===== src/rtl/adc_ivec_pkg.sv =====
package adc_ivec_pkg;
  typedef enum logic [1:0] {
    ADDR_SLOT_EN  = 2'd0,
    ADDR_SLOT_FLG = 2'd1,
    ADDR_CTRL     = 2'd2,
    ADDR_VEC      = 2'd3
  } reg_addr_e;

  localparam int unsigned VEC_OVF       = 2;
  localparam int unsigned VEC_TOV       = 4;
  localparam int unsigned VEC_SLOT_BASE = 6;

  localparam int unsigned CTRL_OVF_EN  = 0;
  localparam int unsigned CTRL_TOV_EN  = 1;
  localparam int unsigned CTRL_OVF_FLG = 2;
  localparam int unsigned CTRL_TOV_FLG = 3;
endpackage


===== src/rtl/ivec_flags.sv =====
module ivec_flags #(
  parameter int unsigned N = 16
) (
  input  logic         clk_i,
  input  logic         rst_ni,
  input  logic [N-1:0] set_i,
  input  logic [N-1:0] clr_i,
  input  logic         wr_i,
  input  logic [N-1:0] wdata_i,
  output logic [N-1:0] q_o
);
  for (genvar g = 0; g < N; g++) begin : g_flag
    always_ff @(posedge clk_i or negedge rst_ni) begin
      if (!rst_ni)        q_o[g] <= 1'b0;
      else if (set_i[g])  q_o[g] <= 1'b1;     // set wins
      else if (wr_i)      q_o[g] <= wdata_i[g];
      else if (clr_i[g])  q_o[g] <= 1'b0;
    end

    a_r9_set_wins: assert property (@(posedge clk_i) disable iff (!rst_ni)
      set_i[g] |=> q_o[g]);
    a_r8_clear: assert property (@(posedge clk_i) disable iff (!rst_ni)
      (clr_i[g] && !set_i[g] && !wr_i) |=> !q_o[g]);
    a_r7_hold: assert property (@(posedge clk_i) disable iff (!rst_ni)
      (!clr_i[g] && !set_i[g] && !wr_i) |=> $stable(q_o[g]));
  end
endmodule


===== src/rtl/ivec_prio.sv =====
module ivec_prio
  import adc_ivec_pkg::*;
#(
  parameter int unsigned NSLOT = 16,
  parameter int unsigned DW    = 16
) (
  input  logic             clk_i,
  input  logic             rst_ni,
  input  logic             gie_i,
  input  logic             ovf_flg_i,
  input  logic             ovf_en_i,
  input  logic             tov_flg_i,
  input  logic             tov_en_i,
  input  logic [NSLOT-1:0] slot_flg_i,
  input  logic [NSLOT-1:0] slot_en_i,
  output logic [DW-1:0]    vec_o
);
  localparam int unsigned NSRC = NSLOT + 2;

  logic [NSLOT-1:0] slot_pend;
  logic [NSRC-1:0]  gnt;
  logic             found;

  assign slot_pend = slot_flg_i & slot_en_i;

  always_comb begin
    gnt   = '0;
    vec_o = '0;
    found = 1'b0;
    if (gie_i) begin
      if (ovf_flg_i && ovf_en_i) begin
        gnt[0] = 1'b1;
        vec_o  = DW'(VEC_OVF);
      end else if (tov_flg_i && tov_en_i) begin
        gnt[1] = 1'b1;
        vec_o  = DW'(VEC_TOV);
      end else begin
        for (int i = 0; i < NSLOT; i++) begin
          if (slot_pend[i] && !found) begin
            found    = 1'b1;
            gnt[i+2] = 1'b1;
            vec_o    = DW'(VEC_SLOT_BASE + 2 * i);
          end
        end
      end
    end
  end

  a_r2_gie_gates: assert property (@(posedge clk_i) disable iff (!rst_ni)
    !gie_i |-> (vec_o == '0));
  a_r5_one_grant: assert property (@(posedge clk_i) disable iff (!rst_ni)
    $onehot0(gnt));
  a_r3_ovf_top: assert property (@(posedge clk_i) disable iff (!rst_ni)
    (gie_i && ovf_flg_i && ovf_en_i) |-> (vec_o == DW'(VEC_OVF)));
  a_r5_even: assert property (@(posedge clk_i) disable iff (!rst_ni)
    vec_o[0] == 1'b0);
endmodule


===== src/rtl/adc_ivec.sv =====
module adc_ivec
  import adc_ivec_pkg::*;
#(
  parameter int unsigned NSLOT = 16,
  parameter int unsigned DW    = 16,
  localparam int unsigned IDX_W = $clog2(NSLOT)
) (
  input  logic             clk_i,
  input  logic             rst_ni,
  input  logic             gie_i,
  input  logic [NSLOT-1:0] slot_set_i,
  input  logic             ovf_set_i,
  input  logic             tov_set_i,
  input  logic             slot_rd_i,
  input  logic [IDX_W-1:0] slot_rd_idx_i,
  input  logic [1:0]       reg_addr_i,
  input  logic             reg_wr_i,
  input  logic             reg_rd_i,
  input  logic [DW-1:0]    reg_wdata_i,
  output logic [DW-1:0]    reg_rdata_o,
  output logic             irq_o
);
  logic [NSLOT-1:0] slot_en_q, slot_flg, slot_clr;
  logic             ovf_en_q, tov_en_q;
  logic [1:0]       xov_flg, xov_clr;
  logic [DW-1:0]    vec;
  logic             wr_en, wr_flg, wr_ctrl, rd_vec;

  assign wr_en   = reg_wr_i && (reg_addr_i == ADDR_SLOT_EN);
  assign wr_flg  = reg_wr_i && (reg_addr_i == ADDR_SLOT_FLG);
  assign wr_ctrl = reg_wr_i && (reg_addr_i == ADDR_CTRL);
  assign rd_vec  = reg_rd_i && (reg_addr_i == ADDR_VEC);

  always_ff @(posedge clk_i or negedge rst_ni) begin
    if (!rst_ni) begin
      slot_en_q <= '0;
      ovf_en_q  <= 1'b0;
      tov_en_q  <= 1'b0;
    end else begin
      if (wr_en) slot_en_q <= reg_wdata_i[NSLOT-1:0];
      if (wr_ctrl) begin
        ovf_en_q <= reg_wdata_i[CTRL_OVF_EN];
        tov_en_q <= reg_wdata_i[CTRL_TOV_EN];
      end
    end
  end

  always_comb begin
    slot_clr = '0;
    if (slot_rd_i) slot_clr[slot_rd_idx_i] = 1'b1;
  end

  // bit 0: result overflow, bit 1: time overflow
  assign xov_clr[0] = rd_vec && (vec == DW'(VEC_OVF));
  assign xov_clr[1] = rd_vec && (vec == DW'(VEC_TOV));

  ivec_flags #(.N(NSLOT)) u_slot_flags (
    .clk_i   (clk_i),
    .rst_ni  (rst_ni),
    .set_i   (slot_set_i),
    .clr_i   (slot_clr),
    .wr_i    (wr_flg),
    .wdata_i (reg_wdata_i[NSLOT-1:0]),
    .q_o     (slot_flg)
  );

  ivec_flags #(.N(2)) u_xov_flags (
    .clk_i   (clk_i),
    .rst_ni  (rst_ni),
    .set_i   ({tov_set_i, ovf_set_i}),
    .clr_i   (xov_clr),
    .wr_i    (wr_ctrl),
    .wdata_i ({reg_wdata_i[CTRL_TOV_FLG], reg_wdata_i[CTRL_OVF_FLG]}),
    .q_o     (xov_flg)
  );

  ivec_prio #(.NSLOT(NSLOT), .DW(DW)) u_prio (
    .clk_i      (clk_i),
    .rst_ni     (rst_ni),
    .gie_i      (gie_i),
    .ovf_flg_i  (xov_flg[0]),
    .ovf_en_i   (ovf_en_q),
    .tov_flg_i  (xov_flg[1]),
    .tov_en_i   (tov_en_q),
    .slot_flg_i (slot_flg),
    .slot_en_i  (slot_en_q),
    .vec_o      (vec)
  );

  always_comb begin
    reg_rdata_o = '0;
    unique case (reg_addr_i)
      ADDR_SLOT_EN:  reg_rdata_o[NSLOT-1:0] = slot_en_q;
      ADDR_SLOT_FLG: reg_rdata_o[NSLOT-1:0] = slot_flg;
      ADDR_CTRL: begin
        reg_rdata_o[CTRL_OVF_EN]  = ovf_en_q;
        reg_rdata_o[CTRL_TOV_EN]  = tov_en_q;
        reg_rdata_o[CTRL_OVF_FLG] = xov_flg[0];
        reg_rdata_o[CTRL_TOV_FLG] = xov_flg[1];
      end
      default:       reg_rdata_o = vec;
    endcase
  end

  assign irq_o = |vec;

  a_r7_ovf_ack: assert property (@(posedge clk_i) disable iff (!rst_ni)
    (rd_vec && reg_rdata_o == DW'(VEC_OVF) && !ovf_set_i && !wr_ctrl) |=> !xov_flg[0]);
  a_r7_tov_ack: assert property (@(posedge clk_i) disable iff (!rst_ni)
    (rd_vec && reg_rdata_o == DW'(VEC_TOV) && !tov_set_i && !wr_ctrl) |=> !xov_flg[1]);
  a_r7_slots_kept: assert property (@(posedge clk_i) disable iff (!rst_ni)
    (rd_vec && !slot_rd_i && !wr_flg) |=> ($past(slot_flg) & ~slot_flg) == '0);
  a_r10_irq: assert property (@(posedge clk_i) disable iff (!rst_ni)
    (reg_addr_i == ADDR_VEC) |-> (irq_o == (reg_rdata_o != '0)));
endmodule


===== config.mk =====
export PLATFORM = sky130hd
export DESIGN_NAME = adc_ivec
export DESIGN_NICKNAME = d
export VERILOG_FILES = /design/src/rtl/adc_ivec_pkg.sv /design/src/rtl/ivec_flags.sv /design/src/rtl/ivec_prio.sv /design/src/rtl/adc_ivec.sv
export SDC_FILE = /design/constraint.sdc
export NUM_CORES = 1
export LEC_CHECK = 0
export CORE_ASPECT_RATIO = 0.75
export CORE_UTILIZATION = 30
export CTS_CLUSTER_DIAMETER = 30
export CTS_CLUSTER_SIZE = 40
export DETAILED_ROUTE_END_ITERATION = 12
export RECOVER_POWER = 25
export SLEW_MARGIN = 20
export SYNTH_ARGS = -nofsm -noshare
export SYNTH_HDL_FRONTEND = slang
export SYNTH_HIERARCHICAL = 1
export SYNTH_SLANG_ARGS = --single-unit
export TNS_END_PERCENT = 20

===== constraint.sdc =====
create_clock -name clk_i -period 2.72 [get_ports clk_i]
set_input_delay 0.272 -clock clk_i [delete_from_list [all_inputs] [get_ports clk_i]]
set_output_delay 0.272 -clock clk_i [all_outputs]
set_load 0.005 [all_outputs]

## Word-level counts from Yosys, hierarchy flattened

Index checks and enable logic that the tools add are counted.

| storage, ports and cells | value |
|---|---|
| bits in registers | 36 |
| logic and storage cells | 226 |
| output and inout bits | 17 |
| bits of input ports | 46 |

| operators by class | value |
|---|---|
| reduce and logical (&&, ||, !) cells | 59 |
| bitwise logic cells | 1 |
| magnitude comparators | 2 |
| mux-type cells | 138 |
| eq/ne operators | 5 |

Operators with widths:

| cell | number |
|---|---|
| $mux 1 | 115 |
| $mux 16 | 4 |
| $reduce_bool 3->1 | 18 |
| $mux 5 | 8 |
| $pmux 12 s3 | 1 |
| $logic_and 1x1->1 | 24 |
| $mux 6 | 3 |
| $and 16x16->16 | 1 |
| $eq 16x2->1 const B | 1 |
| $eq 16x3->1 const B | 1 |
| $mux 4 | 4 |
| $reduce_or 16->1 | 1 |
| $logic_not 1->1 | 15 |
| $pmux 4 s3 | 1 |
| $lt 4x5->1 const B | 1 |
| $demux 1 s4 | 1 |
| $eq 2x2->1 const B | 2 |
| $ge 4x1->1 const B | 1 |
| $mux 3 | 1 |
| $eq 2x1->1 const B | 1 |
| $logic_not 2->1 | 1 |

## Depth between registers and ports, before layout

Gate-level depths: netlist of the first run.

| depth | value |
|---|---|
| depth in word-level cells | 100 |
| depth in mapped cells | 10 |
| gate-level depth less buffers | 10 |

## Modules after synthesis

The synthesis of the first run kept the hierarchy.

By module, submodules not included:

| module | seq. area each (µm²) | times used | area each (µm²) | cells an instance |
|---|---|---|---|---|
| adc_ivec | 450.4 | 1 | 1,226.2 | 121 |
| ivec_flags at u_slot_flags | 400.4 | 1 | 648.1 | 51 |
| ivec_prio | 0.0 | 1 | 386.6 | 61 |
| ivec_flags at u_xov_flags | 50.0 | 1 | 77.6 | 6 |

## Least setup slack after synthesis of the first run

No wires, ideal clock.

| timing | value |
|---|---|
| kind | register to register |
| from | register u_slot_flags.q_o[9] |
| to | register u_xov_flags.q_o[1] |
| data required time | 2.594 ns |
| clock period less this slack | 2.341 ns |
| data arrival time | 2.214 ns |
| cell stages (with the launch flop) | 10 |
| path buffers | 0 |
| setup time | 0.126 ns |
| path slack | 0.379 ns |
| cells stage by stage | dfrtp_1 a222oi_1 a21boi_0 nor3b_1 nor3_1 nor4_1 nand3_1 nor4b_1 nor2_1 a221o_1 |

| on the way | value |
|---|---|
| longest elaborated chain between the ends | 45 |
| elaborated cells on any way between the ends | 51 |
| classes of those cells | eq/ne: 1; mux: 34; bitwise: 1; reduce/logical: 15 |

Ends and longest elaborated chain:

| what | line | source |
|---|---|---|
| start, declared | ivec_flags.sv:10 | `output logic [N-1:0] q_o` |
| start signal, assigned by index | ivec_flags.sv:16 | `else if (wr_i) q_o[g] <= wdata_i[g];` |
| $and 16x16->16 * | ivec_prio.sv:24 | `assign slot_pend = slot_flg_i & slot_en_i;` |
| $logic_and 1x1->1 * | ivec_prio.sv:39 | `if (slot_pend[i] && !found) begin` |
| $mux 1 | ivec_prio.sv:39 |  |
| $mux 1 | ivec_prio.sv:34 | `end else if (tov_flg_i && tov_en_i) begin` |
| $mux 1 | ivec_prio.sv:31 | `if (ovf_flg_i && ovf_en_i) begin` |
| $mux 1 | ivec_prio.sv:30 | `if (gie_i) begin` |
| $logic_not 1->1 | ivec_prio.sv:39 |  |
| $logic_and 1x1->1 | ivec_prio.sv:39 |  |
| (+31 left out) | -- |  |
| $mux 16 * | ivec_prio.sv:34 |  |
| $mux 16 * | ivec_prio.sv:31 |  |
| $mux 16 * | ivec_prio.sv:30 |  |
| named net vec[3] | adc_ivec.sv:26 | `logic [DW-1:0] vec;` |
| $eq 16x3->1 * | adc_ivec.sv:55 | `assign xov_clr[1] = rd_vec && (vec == DW'(VEC_TOV));` |
| $logic_and 1x1->1 * | adc_ivec.sv:55 |  |
| named net xov_clr[1] | adc_ivec.sv:25 | `logic [1:0] xov_flg, xov_clr;` |
| $reduce_bool 3->1 (no source line) * | -- |  |
| end signal, assigned by index | ivec_flags.sv:16 |  |
| end, declared | ivec_flags.sv:10 |  |

Mark *: on every way through the listed nets, which the timed path passes. The rest lies on a longest branch. The select of a mux whose other input is x is not followed.
A chain may end at the register's enable or synchronous reset.

## Worst setup path in the final report of the first run

| timing | value |
|---|---|
| from | register u_slot_flags.q_o[9] |
| to | output port irq_o |

| on the way | value |
|---|---|
| longest elaborated chain between the ends | 43 |
| elaborated cells on any way between the ends | 49 |
| classes of those cells | mux: 34; bitwise: 1; reduce/logical: 14 |

Ends and longest elaborated chain:

| what | line | source |
|---|---|---|
| $and 16x16->16 * | ivec_prio.sv:24 |  |
| $logic_and 1x1->1 * | ivec_prio.sv:39 |  |
| $mux 1 | ivec_prio.sv:39 |  |
| $mux 1 | ivec_prio.sv:34 |  |
| $mux 1 | ivec_prio.sv:31 |  |
| $mux 1 | ivec_prio.sv:30 |  |
| $logic_not 1->1 | ivec_prio.sv:39 |  |
| $logic_and 1x1->1 | ivec_prio.sv:39 |  |
| (+28 left out) | -- |  |
| $logic_not 1->1 | ivec_prio.sv:39 |  |
| $logic_and 1x1->1 | ivec_prio.sv:39 |  |
| $mux 6 * | ivec_prio.sv:39 |  |
| $mux 16 * | ivec_prio.sv:34 |  |
| $mux 16 * | ivec_prio.sv:31 |  |
| $mux 16 * | ivec_prio.sv:30 |  |
| named net vec[1] | adc_ivec.sv:26 |  |
| $reduce_or 16->1 * | adc_ivec.sv:105 | `assign irq_o = \|vec;` |
| end, declared | adc_ivec.sv:21 | `output logic irq_o` |

Marks and branches as above.

==> summary.txt, run 1 <==
Critical path
  – Crit path DAT: 2.53 ns
  – R2R Setup Slk: ~0.09 ns
  – Reg2Reg Capture Point: u_xov_flags/q_o[1]
  – R2R Path Start: u_slot_flags/q_o[9]
  – Critical path class: reg -> out
  – CP endpoint kind: output pin
  – Startpoint Class: register
  – Reg2reg path depth: 12
  – WP data required: approximately 2.5 ns
  – Crit Path Max Fanout: 4

Global route
  – Number of global-route vias before repair: about 2.2k
  – GRT Residual Overflow: 0
  – Global route hottest layer: met1
  – Largest net degree at the start of global routing: 37
  – Grt met3 use: 0.0374
  – Initial antenna violation count: 0
  – Met1 GRT Util: 0.287
  – Gr usage total: 0.186
  – Met2 Usage GRT: 0.253
  – First-pass GRT wire length: between 10000 and 15000 µm

Die
  – Core ar.: around 7400 µm²
  – Die area: approximately 8200 µm²
  – Die Y: 78.5 µm
  – Starting density of the core: 0.315
  – I/O Pins: between 60 and 70
  – Row cnt: 27
  – Chip width: roughly 100 µm

Clock tree
  – Root buf cell: clkbuf_8
  – CTS Buf Count: 5
  – H-tree depth: 2
  – Clock buffer depth: 2
  – Worst skew pair latency: slightly below 0.3 ns
  – CTS tree: built
  – Clk pin slew, worst setup/hold paths: about 0.080 ns
  – Clock sinks: 36
  – Cts hold-fix bufs: 0

Logic synthesis
  – Most common cell in the synthesized netlist: dfrtp_1
  – FF+latch count, synth: 36
  – Synthesis Warnings: 6
  – Mapped Cells: about 240
  – Share of the yosys chip area belonging to registers: 0.385
  – Post-Synth XOR/XNOR Area: 0
  – Synth Flop Type: dfrtp_1
  – Post-synthesis cell type count: 37
  – Commonest cells in the synthesized netlist: dfrtp_1 (36), nor2_1 (34), nand2_1 (25)
  – EDFF count, synth: 0
  – Simple-gate portion of the synthesized area: 0.208
  – Cell taking the most area after synthesis: dfrtp_1
  – Post-Syn Area: around 2300 µm²
  – Synth Area in Adders: 0
  – Post-synthesis async set-or-reset flop share: 1.00
  – Synth area leaders: dfrtp_1 (39%), mux2_2 (8.7%), a221o_1 (7.7%)
  – Compound-Gate Fraction of Synth Area: 0.158
  – Area share of the largest cell type after synthesis: 0.385
  – Largest family of logic cells by synthesized area: simple AND/OR/NAND/NOR gates
  – Syn Area/Cell: 9.78 µm²
  – Proportion of synthesized area in mux cells: 0.177

Min path
  – Worst Hold Depth: 1
  – Hold EP: u_slot_flags/q_o[0]
  – Worst Hold Class: reg -> reg
  – Hold Crit Start: u_slot_flags/q_o[0]

STA
  – Pins over their slew limit: 37
  – WHS: approximately 0.54 ns
  – Rel. slew slack: -0.333
  – Post-layout minimum cycle time: between 2 and 3 ns
  – Final worst-path cycle share: 1.03
  – Worst slew pin tran: 2.00 ns
  – Hold Vio Cnt, Final: 0
  – Clk_skew: 0.00344 ns
  – Final setup viols: 3
  – RSZ-0062 raised after global routing: true
  – Final WS setup: -0.0804 ns
  – Fmax: approximately 360 MHz

Cells and area
  – Layout cells sized above 1: 0.267
  – FILL cells: 720
  – Post-layout net count: 386
  – Area growth from synthesis to layout: 48.5%
  – N_diodes: 0
  – Finished Cell Area: 3470 µm²

Placement
  – Hpwl dp: roughly 5600 µm
  – Number of port buffers: 62
  – Global placer's final weighted congestion: between 0.8 and 0.9
  – Setup WS pre-CTS: -0.137 ns
  – DP Area: approximately 3300 µm²

Routing
  – DRT antenna net count: 0
  – First drt pass iteration count: 4
  – WL per Instance: ~16 µm
  – DRT Wirelength: approximately 7200 µm
  – Iteration-0 DRC count of the detailed router: a little under 100
  – Vias post-DR: 2242
  – Residual DRC: 0
  – Average vias per placed instance: approximately 5.1

Outcome
  – Status: complete, but fails checks
  – Failing checks: max-capacitance violations, max-slew violations, negative setup slack

Power
  – Leak: approximately 1.4 nW
  – P per Cell Area: about 500 nW/µm²
  – Worst VDD drop: 0.187 mV

Flow run
  – Max cap viols: 1
==> registers in the layout (all words and copies together) (netlist names) <==
name and cells:
slot_en_q 16, tov_en_q 1, u_xov_flags/q_o 2, u_slot_flags/q_o 16
ovf_en_q 1
==> repair_timing <==
action	4_1_cts	5_1_grt
endpoints found under the setup margin	4	7
pin swaps	6	6
setup buffers	3	2
gates resized for setup	14	11
==> critical path, stage by stage, from the launching register on <==
cell	delay, ns
dfrtp_1	0.39
a222oi_1	0.38
buf_4	0.19
and4_4	0.24
a32oi_2	0.11
o21ai_2	0.18
a31oi_2	0.09
or4b_4	0.52
buf_2	0.14
==> power breakdown <==
| part | internal, W | leakage (nW) | switching (W) |
|---|---|---|---|
| Clock | 0.000271 | 0.0541 | 0.000214 |
| Combinational | 0.000344 | 0.954 | 0.000261 |
| Sequential | 0.000602 | 0.384 | 0.0000489 |
| Total | 0.00122 | 1.39 | 0.000525 |
==> placed cells by master, fill, tap and decap left out, drive strengths merged, types with 2 or more instances in the layout <==
cell,Yosys,routed
a21oi,2,2
a221o,18,18
a222oi,2,2
a22o,2,2
a22oi,3,3
a32oi,3,3
and2,3,3
buf,19,42
clkbuf,1,8
clkdlybuf4s50,0,56
conb,1,11
dfrtp,36,36
inv,3,3
mux2,18,18
mux2i,12,12
mux4,4,4
nand2,25,25
nand2b,2,2
nand3,10,10
nand3b,3,3
nand4,2,2
nor2,34,34
nor3,6,6
nor3b,4,4
nor4,4,4
o21ai,14,14
==> final cells by class <==
type / count / area, µm² / share of cell area
Clock buffer: 5 / 68.8 / 0.0198
Clock inverter: 3 / 42.5 / 0.0123
Inverter: 3 / 11.3 / 0.00324
Multi-Input combinational cell: 190 / 1380 / 0.397
Sequential cell: 36 / 901 / 0.259
Tap cell: 101 / 126 / 0.0364
Timing Repair Buffer: 104 / 943 / 0.272
==> metrics by stage <==
stage | TNS (ns) | cells | utilization | power, W
final | -0.129 | 442 | 0.467 | 0.00174
after global routing | -0.420 | 442 | 0.467 | 0.00182
after CTS | -0.218 | 440 | 0.462 | 0.00172
after detailed placement | -0.156 | 429 | 0.441 | 0.00123
after global placement | -0.130 | 429 | 0.441 | 0.00122
after floorplan | 0 | 249 | - | 0.000924
==> logic make-up after synthesis <==
logic type | Yosys count
AOI/OAI and AO/OA | 47
muxes | 34
buffers and inverters | 23
and+or+nand+nor | 98
DFF | 36
other | 1
==> per-layer routing <==
metal / wire length (µm) / up-vias
li1: - / 1087
met1: 3830 / 1080
met2: 2970 / 68
met3: 351 / 7
met4: 69 / 0
met5: 0 / -
==> worst max path at each step <==
stage                   startpoint                 end  slack [ns]  depth (start not counted)
2_1_floorplan  u_slot_flags/q_o[9]  u_xov_flags/q_o[1]        0.38                          9
3_3_place_gp   u_slot_flags/q_o[9]               irq_o       -0.12                          8
3_5_place_dp   u_slot_flags/q_o[9]               irq_o       -0.14                          8
4_1_cts               slot_en_q[9]      reg_rdata_o[1]       -0.11                          8
5_1_grt        u_slot_flags/q_o[9]               irq_o       -0.15                          8
6_report       u_slot_flags/q_o[9]               irq_o       -0.08                          8
(Power assumes the default switching activity.)
==> inputs of run 2 (changes only) <==
--- a/config.mk
+++ b/config.mk
@@ -5,6 +5,7 @@
 export SDC_FILE = /design/constraint.sdc
 export NUM_CORES = 1
 export LEC_CHECK = 0
+export CAP_MARGIN = 20
 export CORE_ASPECT_RATIO = 0.75
 export CORE_UTILIZATION = 30
 export CTS_CLUSTER_DIAMETER = 30
==> results of run 2 <==
Final layout, timing and power as in run 1 (identical DEF).
==> inputs of run 3 (changes only) <==
==> constraint.sdc (replaced) <==
create_clock -name clk_i -period 2.72 [get_ports clk_i]
set_input_delay 0.272 -clock clk_i [delete_from_list [all_inputs] [get_ports clk_i]]
set_output_delay 0.272 -clock clk_i [all_outputs]
set_load 0.01 [all_outputs]
==> summary.txt, run 3 (synthesis results as in run 1) <==
Critical path
  – Critical path class: reg -> out
  – WP data required: 2.45 ns
  – R2R Path Start: u_slot_flags/q_o[9]
  – CP endpoint kind: output pin
  – Cell Chain, Critical Path: a222oi_1, buf_4, buf_4, and4_4, a32oi_2, nand3_1, o211a_1, mux4_2, dlygate4sd2_1
  – Worst path max stage delay: 0.49 ns
  – CP dominant cell by count: buf_4
  – Reg2reg path depth: 11
  – Startpoint Class: register
  – Critical path's slowest cell: mux4_2
  – Critical path launch point: u_slot_flags/q_o[9]
  – Crit path DAT: 2.55 ns
  – R2R Setup Slk: 0.12 ns
  – Crit Path Max Fanout: 4
  – Reg2Reg Capture Point: u_xov_flags/q_o[1]

Die
  – Row cnt: 27
  – Die Y: between 70 and 80 µm
  – Die area: between 8000 and 9000 µm²
  – Core ar.: between 7000 and 8000 µm²
  – Chip width: roughly 100 µm
  – Starting density of the core: 0.315
  – I/O Pins: 63

Clock tree
  – Worst skew pair latency: 0.29 ns
  – Clk pin slew, worst setup/hold paths: ~0.080 ns
  – CTS tree: built
  – Clock sinks: 36
  – H-tree depth: 2
  – CTS Buf Count: 5
  – Clock buffer depth: 2
  – Root buf cell: clkbuf_8

Flow run
  – Max cap viols: 1

STA
  – Hold Vio Cnt, Final: 0
  – Fmax: about 350 MHz
  – RSZ-0062 raised after global routing: true
  – Post-layout minimum cycle time: ~2.8 ns
  – Pins over their slew limit: 37
  – Clk_skew: 0.00612 ns
  – Final setup viols: 3
  – Setup TNS Final: -0.245 ns
  – Final WS setup: -0.0986 ns
  – Rel. slew slack: -0.326
  – Worst slew pin tran: just under 2 ns
  – Final worst-path cycle share: 1.04

Routing
  – DRT antenna net count: 0
  – DRT Wirelength: approximately 7200 µm
  – Average vias per placed instance: 5.16
  – Residual DRC: 0
  – Iteration-0 DRC count of the detailed router: around 130
  – Vias post-DR: around 2.3k
  – First drt pass iteration count: 4
  – WL per Instance: between 15 and 20 µm

Placement
  – Hpwl dp: 5660 µm
  – Global placer's final weighted congestion: between 0.8 and 0.9
  – Post-Place Cells: around 430
  – Number of port buffers: 62

Power
  – Gate power share: 0.316
  – Switching power: between 0.0005 and 0.0006 W
  – Internal: 0.00140 W
  – Flop pwr share: 0.339
  – Leak: ~1.4 nW
  – Clock power frac: 0.344
  – Worst VDD drop: about 0.20 mV
  – P per Cell Area: 550 nW/µm²
  – Sw Share: 0.272

Cells and area
  – Commonest cells after routing, fill and taps aside: clkdlybuf4s50_1 (55), buf_4 (39), dfrtp_1 (36), nor2_1 (33), nand2_1 (25)
  – Largest registers: slot_en_q (16), u_slot_flags/q_o (16), u_xov_flags/q_o (2)
  – Area growth from synthesis to layout: 49.1%
  – N_diodes: 0
  – Layout cells sized above 1: 0.253
  – Post-layout net count: 385
  – Most common cell after layout, fill and taps aside: clkdlybuf4s50_1
  – Filler-free cell count of the finished design: 441

Min path
  – Worst Hold Depth: 1
  – Hold Crit Start: slot_en_q[0]
  – Hold EP: slot_en_q[0]
  – Worst Hold Class: reg -> reg

Outcome
  – Failing checks: max-capacitance violations, max-slew violations, negative setup slack
  – Status: complete, but fails checks

Global route
  – Largest net degree at the start of global routing: 37
  – Initial antenna violation count: 0
  – Number of global-route vias before repair: about 2.2k
  – GRT Residual Overflow: 0
  – First-pass GRT wire length: between 10000 and 15000 µm
  – Gr usage total: 0.182
[run 3: critical path: cells and delay by family, from the launching register on]
family | cells | cell delay, ns
DFF | 1 | 0.36
muxes | 1 | 0.49
buffers and inverters | 3 | 0.57
AOI/OAI and AO/OA | 3 | 0.58
and+or+nand+nor | 2 | 0.26
[run 3: how the worst max path moves through the flow]
stage                         end  slack [ns]  cells past startpoint
6_report           reg_rdata_o[2]        -0.1                      9
5_1_grt            reg_rdata_o[1]       -0.19                      9
3_5_place_dp                irq_o       -0.17                      8
2_1_floorplan  u_xov_flags/q_o[1]        0.38                      9
4_1_cts                     irq_o       -0.04                      8
3_3_place_gp                irq_o       -0.13                      8
[run 3: area by class of cell]
| cell class | count | area, µm² |
|---|---|---|
| clock buffers | 5 | 68.8 |
| clock inverters | 3 | 90.1 |
| fillers | 732 | 3950 |
| inverters | 3 | 11.3 |
| multi-input cells | 190 | 1360 |
| flip-flops and latches | 36 | 901 |
| well taps | 101 | 126 |
| repair buffers | 103 | 928 |
[run 3: through the flow]
| step | setup slack, ns | instance area (µm²) | power (W) | util | hold slack (ns) |
|---|---|---|---|---|---|
| floorplan | 0.379 | 2380 | 0.000937 | - | -0.0236 |
| global placement | -0.129 | 3290 | 0.00124 | 0.442 | 0.512 |
| detailed placement | -0.171 | 3290 | 0.00125 | 0.442 | 0.520 |
| CTS | -0.0351 | 3430 | 0.00191 | 0.462 | 0.413 |
| global route | -0.191 | 3490 | 0.00201 | 0.469 | 0.562 |
| finish | -0.0986 | 3490 | 0.00192 | 0.469 | 0.536 |
[run 3: power by group through the flow]
stage	Combinational (W)	Sequential, W	Clock, W
2_1_floorplan	0.000277	0.000660	0
3_3_place_gp	0.000585	0.000656	0
3_5_place_dp	0.000590	0.000657	0
4_1_cts	0.000587	0.000648	0.000671
5_1_grt	0.000654	0.000658	0.000696
6_report	0.000606	0.000650	0.000660
[run 3: routing by layer]
metal	track usage	up-vias	share of wire
met2	0.261	82	0.41
met5	0	-	0
li1	-	1081	-
met3	0.0440	7	0.085
met1	0.271	1104	0.49
met4	0.0457	0	0.0077
[run 3: timing repair]
item	in CTS	in global routing
setup buffers	0	1
pin swaps	3	6
hold buffers	0	0
setup endpoints to repair	5	7
resized for setup	14	12
